===== src/rtl/assoc_rename_rf.sv =====
module assoc_rename_rf #(
  parameter int ARCH_REGS = 8,
  parameter int PHYS_REGS = 16,
  parameter int DATA_W    = 16
) (
  input  logic                          clk,
  input  logic                          rst_n,
  input  logic                          alloc_valid,
  input  logic [$clog2(ARCH_REGS)-1:0]  alloc_arch,
  input  logic                          alloc_spec,
  output logic                          alloc_ready,
  output logic [$clog2(PHYS_REGS)-1:0]  alloc_idx,
  input  logic [$clog2(ARCH_REGS)-1:0]  src_arch,
  output logic                          src_ready,
  output logic [DATA_W-1:0]             src_data,
  output logic [$clog2(PHYS_REGS)-1:0]  src_tag,
  input  logic                          wb_valid,
  input  logic [$clog2(PHYS_REGS)-1:0]  wb_idx,
  input  logic [DATA_W-1:0]             wb_data,
  input  logic                          commit_en,
  output logic                          commit_valid,
  output logic [$clog2(ARCH_REGS)-1:0]  commit_arch,
  output logic [DATA_W-1:0]             commit_data,
  input  logic                          spec_resolve,
  input  logic                          flush
);
  localparam int AW = $clog2(ARCH_REGS);
  localparam int PW = $clog2(PHYS_REGS);
  localparam int CW = PW + 1;

  logic [AW-1:0]     ent_arch [PHYS_REGS];
  logic [DATA_W-1:0] ent_val  [PHYS_REGS];
  logic [DATA_W-1:0] arch_val [ARCH_REGS];
  logic [PHYS_REGS-1:0] busy, newest, vvalid, spec;
  logic [PHYS_REGS-1:0] match;
  logic [PW-1:0] head, tail, hit_idx;
  logic [CW-1:0] count;
  logic hit, alloc_fire, commit_fire;

  function automatic logic [PW-1:0] bump(input logic [PW-1:0] p);
    return (p == PW'(PHYS_REGS - 1)) ? '0 : p + 1'b1;
  endfunction

  for (genvar g = 0; g < PHYS_REGS; g++) begin : g_cam
    assign match[g] = busy[g] && newest[g] && (ent_arch[g] == src_arch);
  end

  always_comb begin
    hit = 1'b0;
    hit_idx = '0;
    for (int i = 0; i < PHYS_REGS; i++)
      if (match[i]) begin
        hit = 1'b1;
        hit_idx = i[PW-1:0];
      end
  end

  assign src_ready = !hit || vvalid[hit_idx];
  assign src_data  = hit ? ent_val[hit_idx] : arch_val[src_arch];
  assign src_tag   = hit_idx;

  assign alloc_ready  = (count != CW'(PHYS_REGS));
  assign alloc_idx    = tail;
  assign alloc_fire   = alloc_valid && alloc_ready && !flush;
  assign commit_fire  = commit_en && !flush && (count != '0) && vvalid[head] && !spec[head];
  assign commit_valid = commit_fire;
  assign commit_arch  = ent_arch[head];
  assign commit_data  = ent_val[head];

  always_ff @(posedge clk) begin
    if (!rst_n) begin
      busy <= '0; newest <= '0; vvalid <= '0; spec <= '0;
      head <= '0; tail <= '0; count <= '0;
      for (int i = 0; i < PHYS_REGS; i++) begin
        ent_arch[i] <= '0;
        ent_val[i]  <= '0;
      end
      for (int r = 0; r < ARCH_REGS; r++) arch_val[r] <= DATA_W'(r);
    end else if (flush) begin
      busy <= '0; newest <= '0; vvalid <= '0; spec <= '0;
      tail <= head;
      count <= '0;
    end else begin
      if (spec_resolve) spec <= '0;
      if (wb_valid && busy[wb_idx]) begin
        ent_val[wb_idx] <= wb_data;
        vvalid[wb_idx]  <= 1'b1;
      end
      if (commit_fire) begin
        busy[head]   <= 1'b0;
        newest[head] <= 1'b0;
        arch_val[ent_arch[head]] <= ent_val[head];
        head <= bump(head);
      end
      if (alloc_fire) begin
        for (int j = 0; j < PHYS_REGS; j++)
          if (busy[j] && ent_arch[j] == alloc_arch) newest[j] <= 1'b0;
        busy[tail]     <= 1'b1;
        newest[tail]   <= 1'b1;
        vvalid[tail]   <= 1'b0;
        spec[tail]     <= alloc_spec;
        ent_arch[tail] <= alloc_arch;
        tail <= bump(tail);
      end
      count <= count + CW'(alloc_fire) - CW'(commit_fire);
    end
  end

  AST_MATCH_ONEHOT: assert property (@(posedge clk) disable iff (!rst_n) $onehot0(match));
  AST_COUNT_BOUND: assert property (@(posedge clk) disable iff (!rst_n) count <= CW'(PHYS_REGS));
  AST_ALLOC_NEWEST: assert property (@(posedge clk) disable iff (!rst_n)
    alloc_fire |=> (busy[$past(tail)] && newest[$past(tail)]));
  AST_SPEC_HOLD: assert property (@(posedge clk) disable iff (!rst_n)
    (commit_en && busy[head] && spec[head] && !spec_resolve && !flush) |=> (head == $past(head)));
  AST_FLUSH_EMPTY: assert property (@(posedge clk) disable iff (!rst_n)
    flush |=> (count == '0 && busy == '0));
endmodule


===== config.mk =====
export PLATFORM = sky130hd
export DESIGN_NAME = assoc_rename_rf
export DESIGN_NICKNAME = d
export VERILOG_FILES = /design/src/rtl/assoc_rename_rf.sv
export SDC_FILE = /design/constraint.sdc
export NUM_CORES = 1
export LEC_CHECK = 0
export CAP_MARGIN = 20
export CORE_MARGIN = 1.5
export CORE_UTILIZATION = 60
export DETAILED_ROUTE_END_ITERATION = 12
export PLACE_DENSITY = 0.78
export SETUP_SLACK_MARGIN = 0.05
export SYNTH_ARGS = -nofsm -noshare
export SYNTH_HDL_FRONTEND = slang
export SYNTH_SLANG_ARGS = --single-unit

===== constraint.sdc =====
create_clock -name clk -period 4.9 [get_ports clk]
set_input_delay 0.735 -clock clk [delete_from_list [all_inputs] [get_ports clk]]
set_output_delay 0.735 -clock clk [all_outputs]
set_load 0.005 [all_outputs]

After elaboration in Yosys (flattened, before gate mapping) --
Memories as Yosys holds them, arrays and structs flattened. A register that Yosys moved wholly into a read port is not among the register bits. Cells that the tools add are included.
Storage, ports and cells: memories 3, input port bits 34, bits in registers 77, RAM bits 432, logic and storage cells 290
Operators by class: add/subtract/negate cells 4, reduce and logical (&&, ||, !) cells 69, bitwise operators 10, $lt $le $gt $ge 7, mux-type cells 155, eq/ne operators 35
Memory list:
- ent_val | depth 16, width 16, rd ports 2, clocked after memory_dff 1, wr ports 16, line 32 | logic [DATA_W-1:0] ent_val [PHYS_REGS];
- arch_val | depth 8, width 16, rd ports 1, clocked after memory_dff 0, wr ports 8, line 33 | logic [DATA_W-1:0] arch_val [ARCH_REGS];
- ent_arch | depth 16, width 3, rd ports 17, clocked after memory_dff 1, wr ports 16, line 31 | logic [AW-1:0] ent_arch [PHYS_REGS];
Operators with widths (count):
- $mux W16 | 17
- $mux W1 | 104
- $eq A3 B3 Y1 | 32
- $mux W4 | 24
- $logic_and A1 B1 Y1 | 58
- $and A16 B16 Y16 | 3
- $or A16 B16 Y16 | 3
- $not A16 Y16 | 2
- $reduce_or A16 Y1 | 2
- $lt A4 B5 Y1 const B | 4
- $bmux W1 S4 | 4
- $bwmux W16 | 1
- $demux W1 S4 | 3
- $ge A4 B1 Y1 const B | 3
- $add A4 B1 Y4 const B | 2
- $eq A4 B4 Y1 const B | 2
- $mux W3 | 2
- $add A5 B1 Y5 | 1
- $ne A5 B5 Y1 const B | 1
- $reduce_bool A5 Y1 | 1
- $sub A5 B1 Y5 | 1
- $logic_not A1 Y1 | 3
- $reduce_or A3 Y1 | 1
- $not A1 Y1 | 2
- 4 further kinds | 4

Longest topological paths before layout --
Gate-level depths: netlist (run 1). An unclocked memory read counts as a cell.
depth in word-level cells 21, gate-level depth with buffers 18, gate-level depth less buffers 16

Least setup slack after synthesis (run 1) --
No wires, ideal clock.
path type input -> output, start point input port src_arch[1], end point output port src_data[10], arrival time 3.099 ns, path slack 1.066 ns, stages on the path 12, cell sequence buf_6 buf_6 xor2_1 or4_4 and2_4 a211o_1 a31o_2 buf_6 buf_6 mux2i_1 a221oi_1 nand3_1
Between the ends: word-level cells in the longest chain between the ends 19, elaborated cells on any way between the ends 66, those cells by class 16 x eq/ne; 32 x mux; 16 x reduce/logical; 2 x memory
Ends and longest elaborated chain:
- start: declaration | line 13 | input logic [$clog2(ARCH_REGS)-1:0] src_arch,
- $eq A3 B3 Y1 | line 45 | assign match[g] = busy[g] && newest[g] && (ent_arch[g] == src_arch);
- $logic_and A1 B1 Y1 | line 45
- $mux W1 | line 52 | if (match[i]) begin
- $mux W4 or $mux W1 (tied branches) (14 in series) | line 52
- $mem_v2 Z16 W16 or $mux W1 (tied branches)
- $mux W16 * | line 59 | assign src_data = hit ? ent_val[hit_idx] : arch_val[src_arch];
- end: declaration | line 15 | output logic [DATA_W-1:0] src_data,
Every way passes the cells marked *; elsewhere a longest branch is shown, timed or not.

==> results of run 1 <==
[cell families (layout without fill, tap and decap cells)]
family                     Yosys count  after routing  share of synthesized area
buffers and inverters              210            360                     0.0372
and+or+nand+nor                    793            793                      0.153
xor gates and xnor gates           100            100                     0.0322
adders and majority gates           15             15                    0.00717
DFF                                513            513                      0.536
other                                0              1                          0
muxes                              335            335                      0.179
AOI/OAI and AO/OA                  230            230                     0.0547
[through the flow]
step / total power (W) / setup TNS, ns
finish: 0.00943 / 0
global route: 0.00964 / -0.116
CTS: 0.00942 / 0
detailed placement: 0.00562 / 0
global placement: 0.00560 / 0
floorplan: 0.00533 / 0
[power groups by stage]
stage / combinational [W] / clock, W / sequential (W)
4_1_cts: 0.000626 / 0.00388 / 0.00491
6_report: 0.000646 / 0.00386 / 0.00491
2_1_floorplan: 0.000354 / 0 / 0.00497
3_3_place_gp: 0.000609 / 0 / 0.00500
3_5_place_dp: 0.000620 / 0 / 0.00500
5_1_grt: 0.000677 / 0.00404 / 0.00493
[metal layers]
layer	up-vias	GRT usage	share of wire
li1	8303	-	-
met1	9614	0.461	0.37
met2	1315	0.543	0.47
met3	234	0.0579	0.11
met4	4	0.155	0.044
met5	-	0	0.00040
[worst paths after layout]
| check | from | endpoint | cells past startpoint |
|---|---|---|---|
| worst max-delay path | ent_arch[12][2]$_SDFFCE_PN0P_ | src_data[3] | 13 |
| worst min-delay path | newest[11]$_SDFF_PP0_ | newest[11]$_SDFF_PP0_ | 2 |
| worst max register to register | head[1]$_SDFFE_PN0P_ | arch_val[5][9]$_SDFFCE_PN0P_ | 9 |
| worst min register to register | newest[11]$_SDFF_PP0_ | newest[11]$_SDFF_PP0_ | 2 |
[cell usage after synthesis, drive strengths merged (2+ instances only)]
library cell  instances  area share
nor2b                12      0.0028
o221ai               19      0.0063
or4                   7      0.0021
nand4                19      0.0044
a31oi                 6      0.0014
dfxtp                81       0.060
nand2b               12      0.0028
a211o                 2     0.00064
nand4b                2     0.00064
mux4                117       0.097
buf                  67       0.017
clkbuf              105       0.015
a211oi                8      0.0024
nand2               138       0.019
o21ai                56       0.010
nor3                 23      0.0042
a21o                  2     0.00055
ha                   14      0.0064
or3                   4     0.00092
xnor2                50       0.016
or2                   3     0.00069
nor2                184       0.025
a221oi               15      0.0048
o32ai                 6      0.0019
inv                  37      0.0051
mux2i               169       0.062
o211ai               34      0.0097
mux2                 49       0.020
and3                 56       0.013
nand3b               16      0.0044
and2                261       0.060
nand3                42      0.0077
a21oi                75       0.014
edfxtp              432        0.48
xor2                 50       0.016
nor4                 13      0.0045
[tightest hold or removal path: stages, from the launching register on]
cell	delay, ns
sky130_fd_sc_hd__dfxtp_1	0.31
sky130_fd_sc_hd__o221ai_1	0.06
sky130_fd_sc_hd__a21oi_1	0.06
[final cells by class]
| cell class | instances | area [um2] |
|---|---|---|
| inverter | 38 | 143 |
| antenna | 1 | 2.50 |
| fill | 3105 | 13400 |
| timing repair buffer | 226 | 2150 |
| clock inverter | 16 | 135 |
| tap | 592 | 741 |
| clock buffer | 80 | 1490 |
| sequential | 513 | 14600 |
| multi-input combinational | 1473 | 11800 |
[placed cells by master (no fill, tap or decap), types with 18 or more instances in the layout]
cell                              netlist  final
sky130_fd_sc_hd__and2_1               260    260
sky130_fd_sc_hd__o211ai_1              32     32
sky130_fd_sc_hd__buf_4                 10    126
sky130_fd_sc_hd__clkdlybuf4s50_1        0     72
sky130_fd_sc_hd__xnor2_1               50     50
sky130_fd_sc_hd__nand2_1              138    138
sky130_fd_sc_hd__nand4_1               19     19
sky130_fd_sc_hd__mux2_2                49     49
sky130_fd_sc_hd__xor2_1                50     49
sky130_fd_sc_hd__nand3_1               42     40
sky130_fd_sc_hd__clkbuf_16              0     57
sky130_fd_sc_hd__o21ai_0               40     24
sky130_fd_sc_hd__nor2_1               184    184
sky130_fd_sc_hd__dfxtp_1               81     78
sky130_fd_sc_hd__o221ai_1              18     18
sky130_fd_sc_hd__a21oi_1               75     73
sky130_fd_sc_hd__inv_1                 36     36
sky130_fd_sc_hd__mux4_2               117    117
sky130_fd_sc_hd__nor3_1                23     23
sky130_fd_sc_hd__edfxtp_1             432    432
sky130_fd_sc_hd__mux2i_1              169    167
sky130_fd_sc_hd__and3_1                56     56
sky130_fd_sc_hd__clkbuf_1             102     22
[repair_timing]
item                                    in CTS  in global routing
endpoints found under the hold margin        0                  0
endpoints found under the setup margin       3                 13
pin swaps                                    2                 16
cloned                                       0                  3
buffers inserted                             1                 26
resized for setup                            1                 32
[registers in the layout, summed over array words and instances (netlist names), named ones only]
signal and flops:
ent_arch 48, newest 16, alloc_idx 4, vvalid 16
busy 16, ent_val 256, count 5, head 4
spec 16, arch_val 128
==> flow_metrics.py, run 1 <==
metrics = {
    "layout": {
        "finalNetCount": 2353,
        "post_route_cells_drive_above_1_share": 0.190,
        "layout.cells.non_filler": 2939,
        "finalCoreUtilization": 0.698,
        "syn_to_final_growth_pct": 14.3,
        "final_area_um2": 31100,
    },
    "cts": {
        "holdBufCountCts": 0,
        "cts.root.buffer_cell": "sky130_fd_sc_hd__clkbuf_16",
        "cts_buffers": 52,
        "clkSlewWorstSetupHoldPaths_ns": 0.06,
        "cts_tree": "done",
        "h-tree-depth": 2,
        "cts_max_path_buffers": 3,
        "clock_latency_ns": 0.61,
        "tritoncts_num_sinks": 513,
    },
    "die": {
        "die_w_um": 216,
        "initial_core_util": 0.611,
        "fp.dieArea_um2": 46600,
        "io_pins": 80,
        "core.rowCount": 77,
        "core_region_area_um2": 44500,
        "die_y_um": 216,
    },
    "sta": {
        "hold_viol": 0,
        "setup-violations-final": 0,
        "slew_headroom": 0.270,
        "hold_ws_ns": 0.484,
        "post-route-min-period_ns": 4.82,
        "slew_violations": 0,
        "unrepaired_setup_endpoints_after_global_routing": "true",
        "worst_margin_pin_slew_ns": 1.09,
        "final.setup.worst_slack_ns": 0.0787,
        "layout_worst_path_cycle_share": 0.984,
        "skew_ns": 0.0241,
        "fmax_mhz": 207,
    },
    "pwr": {
        "pwr_per_cell_area_nw_per_um2": 303,
        "vdd_drop_max_mv": 0.305,
        "power.clock.fraction": 0.410,
        "power_switching_share": 0.226,
        "seq_power_share": 0.521,
        "switching_power_w": 0.00213,
        "intPower_w": 0.00730,
        "leakagePower_nw": 10.8,
        "combPwrFrac": 0.069,
    },
    "worst_setup_path": {
        "critPathKind": "register to output port",
        "startpoint_type": "register",
        "worst_path_max_delay_cell": "sky130_fd_sc_hd__or4_1",
        "maximum_cell_stage_delay_along_the_critical_path_ns": 0.59,
        "crit_chain": "xor2_1 > or4_1 > nor4b_2 > o41ai_4 > buf_4 > clkbuf_16 > buf_4 > buf_4 > mux2i_1 > mux2i_1 > a221oi_2 > nand3_2 > clkdlybuf4s50_1",
        "critPathBufInv": 5,
        "timing.critical_path.max_delay_family": "buffers and inverters",
        "crit_arrival_ns": 4.09,
        "critPathCaptureType": "output port",
        "cpMostUsedCell": "sky130_fd_sc_hd__buf_4",
        "worstPathMaxFanout": 6,
        "rrSetupSlack_ns": 0.79,
        "worst-endpoint-required_ns": 4.16,
    },
    "global_routing": {
        "grt_pass1_wl_mm": 118,
        "grt_max_degree": 65,
        "antenna_found_initial": 5,
        "globalRouteTotalUtil": 0.340,
        "first_global_vias": 18918,
        "grt_remaining_overflow": 0,
    },
    "drt": {
        "drt_iter0_markers": 2603,
        "avgViaCountPerCell": 6.62,
        "ant_nets": 0,
        "drt-pass1-iter-count": 6,
        "detail_route.drc_violations": 0,
        "num_vias": 19470,
        "post_drt_wl_per_cell_um": 27.1,
        "finalWirelength_mm": 79.7,
    },
    "yosys": {
        "synthCells": 2196,
        "synth_fp_nets": 2245,
        "syn-mean-instance-area_um2": 12.4,
        "ys_seq_area_frac": 0.536,
        "synth_seq_cells": 513,
        "asyncSetResetFlopFracSynth": 0,
        "synth-edff-count": 432,
        "ys_types": 61,
        "synth_ff_type": "sky130_fd_sc_hd__edfxtp_1",
        "synth_area_um2": 27200,
        "yosys_warnings": 0,
    },
    "placed_design": {
        "dp_hpwl_mm": 51.8,
        "placement.io_buffers": 79,
        "placed_cell_area_um2": 29000,
        "number_of_cells_after_detailed_placement": 2812,
        "place_congestion": 0.929,
        "dp_slack_ns": 0.137,
    },
    "hold_path": {
        "min_path_type": "register to register",
    },
    "status": {
        "outcome": "completed",
    },
    "run": {
        "max_cap_violations": 0,
    },
}
Note: power is estimated with default switching activity, not from simulation.
==> inputs of run 2 (changes only) <==
CELL_PAD_IN_SITES_DETAIL_PLACEMENT = 2   (was default)
CELL_PAD_IN_SITES_GLOBAL_PLACEMENT = 2   (was default)
CORE_UTILIZATION = 44   (was 60)
PLACE_DENSITY = default   (was 0.78)
PLACE_DENSITY_LB_ADDON = 0.1   (was default)
==> flow_metrics.py, run 2 (same netlist as run 1, synthesis figures left out) <==
metrics = {
    "layout": {
        "layout_commonest_cell": "sky130_fd_sc_hd__edfxtp_1",
        "layout_top_registers": "ent_val: 256 flops, arch_val: 128 flops, ent_arch: 48 flops",
        "finalNetCount": 2379,
        "antenna_cells": 0,
        "layout.cells.most_common_list": "432 x sky130_fd_sc_hd__edfxtp_1, 260 x sky130_fd_sc_hd__and2_1, 184 x sky130_fd_sc_hd__nor2_1, 164 x sky130_fd_sc_hd__mux2i_1, 142 x sky130_fd_sc_hd__buf_4",
        "final-seq-area_um2": 14600,
        "syn_to_final_growth_pct": 17.6,
        "multi_input_gate_area_um2": 11900,
        "layout.cells.non_filler": 3160,
        "fillers": 5648,
        "largest_register_ffs": 256,
        "largest_register_by_flop_count": "ent_val",
        "post_route_cells_drive_above_1_share": 0.205,
    },
    "cts": {
        "h-tree-depth": 2,
        "clock_latency_ns": 0.64,
        "cts_max_path_buffers": 3,
        "cts_tree": "done",
        "holdBufCountCts": 0,
        "clkSlewWorstSetupHoldPaths_ns": 0.06,
        "tritoncts_num_sinks": 513,
        "cts_buffers": 57,
        "cts.root.buffer_cell": "sky130_fd_sc_hd__clkbuf_16",
    },
    "pwr": {
        "combPwrFrac": 0.070,
        "power.clock.fraction": 0.443,
        "seq_power_share": 0.486,
        "intPower_w": 0.00767,
        "switching_power_w": 0.00247,
        "power_switching_share": 0.243,
        "pwr_per_cell_area_nw_per_um2": 317,
        "leakagePower_nw": 11.2,
        "vdd_drop_max_mv": 0.299,
    },
    "placed_design": {
        "dp_slack_ns": -0.151,
        "place_congestion": 0.859,
        "number_of_cells_after_detailed_placement": 3003,
        "dp_hpwl_mm": 66.9,
        "placement.io_buffers": 79,
    },
    "hold_path": {
        "holdCritStartpoint": "rst_n",
        "whs_endpoint": "alloc_idx[2]$_SDFFE_PN0P_",
        "hold_path_depth": 3,
        "min_path_type": "primary input to register",
    },
    "die": {
        "core.rowCount": 90,
        "io_pins": 80,
        "die_y_um": 252,
        "initial_core_util": 0.448,
        "core_region_area_um2": 60700,
        "fp.dieArea_um2": 63300,
        "die_w_um": 252,
    },
    "worst_setup_path": {
        "crit_arrival_ns": 4.15,
        "reg2reg_to": "arch_val[4][5]$_SDFFCE_PN0P_",
        "rrSetupSlack_ns": 0.80,
        "startpoint_type": "register",
        "critPathCaptureType": "output port",
        "worst-endpoint-required_ns": 4.16,
        "worstPathMaxFanout": 12,
        "critPathKind": "register to output port",
        "worst-r2r-cell-count": 6,
    },
    "status": {
        "outcome": "completed",
    },
    "global_routing": {
        "gr-usage-met3": 0.0577,
        "grt_util_met1": 0.437,
        "grt_max_degree": 68,
        "antenna_found_initial": 3,
        "gr-max-usage-layer": "met2",
        "globalRouteTotalUtil": 0.331,
        "grt_remaining_overflow": 0,
        "first_global_vias": 21707,
        "grt_pass1_wl_mm": 151,
        "grtUsageMet2": 0.548,
    },
    "drt": {
        "avgViaCountPerCell": 6.33,
        "post_drt_wl_per_cell_um": 34.0,
        "ant_nets": 0,
        "drt-pass1-iter-count": 5,
        "num_vias": 20011,
        "finalWirelength_mm": 107,
        "drt_iter0_markers": 1700,
        "detail_route.drc_violations": 0,
    },
    "sta": {
        "slew_headroom": 0.192,
        "skew_ns": 0.0196,
        "setup-violations-final": 0,
        "fmax_mhz": 205,
        "unrepaired_setup_endpoints_after_global_routing": "true",
        "post-route-min-period_ns": 4.89,
        "worst_margin_pin_slew_ns": 1.21,
        "layout_worst_path_cycle_share": 0.997,
        "final.setup.worst_slack_ns": 0.0143,
        "tns_ns": 0,
        "slew_violations": 0,
        "hold_ws_ns": 0.479,
        "hold_viol": 0,
    },
    "run": {
        "max_cap_violations": 0,
    },
}
==> run 2: area by class of cell <==
| class | instances | area share |
|---|---|---|
| Sequential cell | 513 | 0.457 |
| Multi-Input combinational cell | 1473 | 0.372 |
| Timing Repair Buffer | 247 | 0.0761 |
| Clock buffer | 68 | 0.0482 |
| Tap cell | 782 | 0.0306 |
| Clock inverter | 39 | 0.0121 |
| Inverter | 38 | 0.00446 |
==> run 2: power groups by stage <==
stage               Sequential (W)  Clock [W]  Combinational, W
floorplan                  0.00497          0          0.000354
global placement           0.00500          0          0.000651
detailed placement         0.00502          0          0.000676
CTS                        0.00492    0.00453          0.000690
global route               0.00494    0.00469          0.000745
finish                     0.00493    0.00450          0.000715
==> run 2: worst max path at each step <==
stage	startpoint	endpoint	slack [ns]	cells past startpoint
2_1_floorplan	src_arch[1]	src_data[10]	1.07	12
3_3_place_gp	src_arch[1]	src_data[15]	0.04	13
3_5_place_dp	src_arch[1]	src_data[0]	-0.15	13
4_1_cts	ent_arch[6][2]$_SDFFCE_PN0P_	src_data[14]	0.05	11
5_1_grt	ent_arch[7][1]$_SDFFCE_PN0P_	src_data[2]	-0.08	12
6_report	ent_arch[12][2]$_SDFFCE_PN0P_	src_data[2]	0.01	11
==> run 2: layer usage <==
metal / part of all wire / routed length, um
met1: 0.41 / 43900
met2: 0.48 / 51700
met4: 0.039 / 4220
met3: 0.071 / 7600
met5: 0 / 0
==> run 2: metrics by stage <==
step | cell area [um2] | utilization | total power [W]
finish | 32000 | 0.527 | 0.0101
global route | 32000 | 0.527 | 0.0104
CTS | 31600 | 0.520 | 0.0101
detailed placement | 29400 | 0.484 | 0.00569
global placement | 29400 | 0.484 | 0.00565
floorplan | 27200 | - | 0.00533
==> run 2: repair_timing <==
item	CTS	global route
hold endpoints to repair	0	0
resized for setup	14	23
setup buffers	8	36
gates cloned	3	1
pin swaps	7	14
endpoints found under the setup margin	17	17
==> run 2: critical path: stages (launching register included) <==
cell and delay (ns):
sky130_fd_sc_hd__edfxtp_1 0.45, sky130_fd_sc_hd__xor2_1 0.18, sky130_fd_sc_hd__or4_4 0.55, sky130_fd_sc_hd__and2_4 0.19
sky130_fd_sc_hd__a211o_1 0.27, sky130_fd_sc_hd__a31o_4 0.26, sky130_fd_sc_hd__buf_4 0.17, sky130_fd_sc_hd__buf_4 0.20
sky130_fd_sc_hd__mux2i_1 0.18, sky130_fd_sc_hd__a221oi_2 0.32, sky130_fd_sc_hd__nand3_1 0.23, sky130_fd_sc_hd__clkdlybuf4s50_1 0.51
